**config.mk**
```make
export PLATFORM = sky130hd
export DESIGN_NAME = pci_parity_unit
export DESIGN_NICKNAME = d
export VERILOG_FILES = /design/src/rtl/pci_parity_unit.sv
export SDC_FILE = /design/constraint.sdc
export NUM_CORES = 1
export LEC_CHECK = 0
export BUFFER_PORTS_ARGS = -buffer_cell sky130_fd_sc_hd__buf_4
export CAP_MARGIN = 20
export CORE_MARGIN = 2
export CORE_UTILIZATION = 37
export DETAILED_ROUTE_END_ITERATION = 16
export MAX_ROUTING_LAYER = met4
export PLACE_DENSITY = 0.78
export SLEW_MARGIN = 20
export SYNTH_ARGS = -nofsm -noshare
export SYNTH_HDL_FRONTEND = slang
export SYNTH_SLANG_ARGS = --single-unit
```
**constraint.sdc**
```tcl
create_clock -name clk -period 1.6 [get_ports clk]
set_input_delay 0.32 -clock clk [delete_from_list [all_inputs] [get_ports clk]]
set_output_delay 0.32 -clock clk [all_outputs]
set_load 0.01 [all_outputs]
```
**src/rtl/pci_parity_unit.sv**
```systemverilog
module pci_parity_unit #(
  parameter int AD_W  = 32,
  parameter int CBE_W = 4
) (
  input  logic             clk,
  input  logic             rst_n,
  input  logic [AD_W-1:0]  ad_in,
  input  logic [CBE_W-1:0] cbe_in,
  input  logic             par_in,
  input  logic             drive_ad,
  input  logic             addr_phase,
  input  logic             data_phase,
  input  logic             special_cyc,
  input  logic             perr_en,
  input  logic             serr_en,
  output logic             par_out,
  output logic             par_oe,
  output logic             perr_out,
  output logic             perr_oe,
  output logic             serr_out,
  output logic             det_err
);

  logic bus_par;
  logic s1_chk, s1_addr, s1_spec, s1_par;
  logic mismatch, to_serr;

  assign bus_par  = ^{ad_in, cbe_in};
  assign mismatch = s1_chk && (s1_par != par_in);
  assign to_serr  = s1_addr || s1_spec;

  always_ff @(posedge clk) begin
    if (!rst_n) begin
      par_out  <= 1'b0;
      par_oe   <= 1'b0;
      s1_chk   <= 1'b0;
      s1_addr  <= 1'b0;
      s1_spec  <= 1'b0;
      s1_par   <= 1'b0;
      perr_out <= 1'b0;
      perr_oe  <= 1'b0;
      serr_out <= 1'b0;
      det_err  <= 1'b0;
    end else begin
      par_out  <= bus_par;
      par_oe   <= drive_ad;
      s1_chk   <= !drive_ad && (addr_phase || data_phase);
      s1_addr  <= addr_phase;
      s1_spec  <= special_cyc;
      s1_par   <= bus_par;
      perr_oe  <= s1_chk && !to_serr && perr_en;
      perr_out <= mismatch && !to_serr && perr_en;
      serr_out <= mismatch && to_serr && serr_en;
      if (mismatch) det_err <= 1'b1;
    end
  end

  p_par_oe_r2: assert property (@(posedge clk) disable iff (!rst_n)
    par_oe |-> $past(drive_ad));
  p_par_even_r1: assert property (@(posedge clk) disable iff (!rst_n)
    par_oe |-> (^{par_out, $past(ad_in), $past(cbe_in)}) == 1'b0);
  p_perr_oe_rx_r4: assert property (@(posedge clk) disable iff (!rst_n)
    perr_oe |-> ($past(data_phase, 2) && !$past(drive_ad, 2)));
  p_perr_gate_r7: assert property (@(posedge clk) disable iff (!rst_n)
    perr_out |-> ($past(perr_en) && perr_oe));
  p_serr_gate_r8: assert property (@(posedge clk) disable iff (!rst_n)
    serr_out |-> $past(serr_en));
  p_no_perr_special_r5: assert property (@(posedge clk) disable iff (!rst_n)
    perr_out |-> !$past(special_cyc, 2));
  p_one_line_r3: assert property (@(posedge clk) disable iff (!rst_n)
    !(perr_out && serr_out));
  p_det_sticky_r9: assert property (@(posedge clk) disable iff (!rst_n)
    det_err |=> det_err);

endmodule

```
=== Word level (Yosys, flattened, before mapping) ===
Cells that the tools add are included.

* Register bits after elaboration: 9
* Output and inout bits: 6
* Logic and storage cells: 23
* Input bits: 45

* Reductions and logical operators: 13
* Equality and inequality tests: 1

{| class="wikitable"
|+ Operators with widths
! cell !! count
|-
| $reduce_xor A36 Y1 || 1
|-
| $logic_and A1 B1 Y1 || 8
|-
| $logic_not A1 Y1 || 2
|-
| $logic_or A1 B1 Y1 || 2
|-
| $ne A1 B1 Y1 || 1
|}

=== Logic depth before layout (Yosys ltp) ===
* Depth in word-level cells: 4
* Gate-level depth with buffers: 5
* Gate-level depth less buffers: 5

=== Worst setup path before layout ===
Ideal clock, no wire load.

* Path type: input to register
* Start point: input ad_in[26]
* End point: register s1_par
* Stages on the path: 5
* Setup slack: 137 ps
* Arrival time: 1391 ps
* Setup time: 72 ps
* Buffers on the path: 0
* Data required time: 1528 ps
* Cells stage by stage: xor2_1 xnor2_1 xnor3_1 or2_2 mux2i_1

* Word-level cells in the longest chain between the ends: 1

{| class="wikitable"
|+ RTL lines
! item !! line !! text
|-
| start: declaration || 7 || <nowiki>input logic [AD_W-1:0] ad_in,</nowiki>
|-
| $reduce_xor A36 Y1 || 28 || <nowiki>assign bus_par = ^{ad_in, cbe_in};</nowiki>
|-
| end signal: assignment || 50 || <nowiki>s1_par <= bus_par;</nowiki>
|-
| end: declaration || 25 || <nowiki>logic s1_chk, s1_addr, s1_spec, s1_par;</nowiki>
|}

No other way between the ends.
A chain may end at the register's enable or synchronous reset.

=== Worst setup path after layout ===
Ends and elaborated chain as after synthesis.

==> summary.txt <==
Run status
  – Status: finished, final reports clean

Yosys
  – Post-Syn Area: 597 sq um
  – Seq/Total Area, Yosys: 30.2%
  – Yosys warnings: 0
  – Avg Synthesized Cell Area: ~10 sq um
  – Mapped Cells: 59
  – Syn_nets: 104
  – Yosys reg bits: 9
  – Synth unique cells: 15

Timing
  – Period utilization: 85.3%
  – Final min period: 1.37 ns
  – Final slew viol count: 0
  – Clock skew: 0.000803 ns
  – Final-report hold violation count: 0
  – RSZ-0062 raised after global routing: no
  – Worst slew pin tran: 0.243 ns
  – # setup viols final: 0
  – Fmax: 0.733 GHz
  – Slew margin rel.: 83.7%

Critical path
  – Worst reg2reg setup slack: 0.77 ns
  – Worst setup path class: input port to flip-flop
  – Data arrival time of the worst path: 1.55 ns
  – Nature of the critical path startpoint: input port
  – FF-to-FF End: serr_out
  – CP Capture Type: flip-flop
  – Reg2reg start: s1_par
  – Worst r2r path cells: 3
  – Req. time, crit path: 1.79 ns
  – Crit path max fanout: 2

Route
  – Drt total wl: 1230 um
  – First-pass DRT Iterations: 4
  – Routed len/inst: about 9.5 um
  – Via/cell ratio: 4.33
  – 1st-iter DRT viols: 7
  – Drc violations: 0
  – DR vias: 559
  – Antenna Nets Post-Route: 0

Global routing
  – GRT Overall Usage: roughly 16%
  – Vias in the first global route: 565
  – Overflow after GRT: 0
  – First-pass GRT wire length: about 2200 um
  – Initial antenna violation count: 0
  – Largest net degree at the start of global routing: 8

Floorplanning
  – Total die area: approximately 0.0020 sq mm
  – Die width: about 44 um
  – Row count: 14
  – IO Count: 51
  – Chip height: about 44 um
  – Core area: 0.00151 sq mm
  – Initial Util: 39.6%

Layout
  – # diodes: 0
  – Nets@finish: 159
  – Most common cell after layout, fill and taps aside: buf_4
  – Most frequent cells in the layout: 50 x buf_4, 26 x xnor2_1, 9 x dfxtp_1
  – Fin cells: 129
  – Area Growth Syn to Fin: 70.7%
  – Post-route cell area: 0.00102 sq mm
  – Share of cells above drive strength 1: 48.7%

Worst hold path
  – WHS Endpoint: s1_chk
  – Min-Delay Path Depth: 2
  – Hold path startpoint: drive_ad
  – HP Class: input port to flip-flop

CTS
  – # hold bufs at CTS: 0
  – CTS tree: built
  – CTS root buf: clkbuf_4
  – # clock sinks: 9
  – Gates resized, CTS repair: 0
  – Register clock-pin slew on the reported worst setup and hold paths: 0.05 ns
  – H-tree level count: 1
  – Post-CTS Setup Bufs: 0
  – CTS Buf Count: 3
  – Worst-Skew Late Latency: around 0.25 ns
  – CTS max path bufs: 2

Pwr
  – Leak Pwr: ~0.5 nW
  – Maximum vdd drop: 0.367 mV
  – Power Density: just over 800 mW/mm^2

Placed design
  – DP Area: ~990 sq um
  – GP Congestion: 0.615
  – DP HPWL: 1080 um
  – Buffers on Ports: 50
  – Cells after DPL: around 130

Flow run
  – Maxcap violations: 0
power by group:
part           switching [mW]  internal (mW)
clock network          0.0720         0.0956
registers             0.00927          0.245
logic                   0.127          0.271
critical path: stages:
cell	delay, ns
buf_4	0.11
xor2_1	0.16
xnor2_1	0.16
xnor3_1	0.42
or2_2	0.28
mux2i_1	0.11
worst max path at each step:
stage | from | to | slack [ns] | cells past startpoint
4_1_cts | ad_in[26] | s1_par | 0.23 | 6
3_5_place_dp | ad_in[26] | s1_par | -0.04 | 6
6_report | ad_in[26] | s1_par | 0.23 | 6
2_1_floorplan | ad_in[26] | s1_par | 0.14 | 5
3_3_place_gp | ad_in[26] | s1_par | -0.04 | 6
5_1_grt | ad_in[26] | s1_par | 0.17 | 6
cell usage after synthesis:
library cell,number,area [sq um]
xnor2_1,26,228
and2_1,3,18.8
xor2_1,4,35.0
inv_1,1,3.75
a21o_1,1,7.51
nand2_1,3,11.3
dfxtp_1,9,180
xnor2_2,1,16.3
xnor3_1,2,45.0
nor2b_1,1,6.26
mux2i_1,1,10.0
and3b_1,1,8.76
or2_2,1,6.26
nor2_1,4,15.0
nor3_1,1,5.00
kinds of logic (layout without fill, tap and decap cells):
kind of cell              count (synthesis)  after routing  synth area share [%]
buffers and inverters                     1             55                 0.628
DFF                                       9              9                  30.2
and+or+nand+nor                          14             14                  11.9
xor gates and xnor gates                 33             33                  54.3
AOI/OAI and AO/OA                         1              1                  1.26
muxes                                     1              1                  1.68
registers in the layout, summed over array words and instances, names as in the netlist:
| signal | cells |
|---|---|
| par_oe | 1 |
| s1_par | 1 |
| s1_addr | 1 |
| serr_out | 1 |
| perr_oe | 1 |
| det_err | 1 |
| perr_out | 1 |
| s1_chk | 1 |
| s1_spec | 1 |
metal layers:
metal	GRT usage [%]	share of wire [%]
met5	-	0
met4	3.64	0
met3	6.53	13
met2	27.9	55
met1	15.7	32
area by class of cell:
cell class                 count  area [sq um]
multi-input combinational     49           413
timing repair buffer          50           375
sequential                     9           180
fill                         133           488
tap                           16          20.0
inverter                       1          3.75
clock buffer                   4          26.3
through the flow:
stage | utilization, % | setup slack, ns | setup TNS, ns | total power, mW | hold WS (ns)
after floorplan | - | 0.137 | 0 | 0.528 | 0.398
after global placement | 65.9 | -0.0370 | -0.0370 | 0.659 | 0.438
after detailed placement | 65.9 | -0.0367 | -0.0367 | 0.661 | 0.448
after CTS | 67.6 | 0.233 | 0 | 0.832 | 0.226
after global routing | 67.6 | 0.166 | 0 | 0.874 | 0.235
final | 67.6 | 0.235 | 0 | 0.820 | 0.232
No activity file was read; power rests on OpenSTA's default activity.
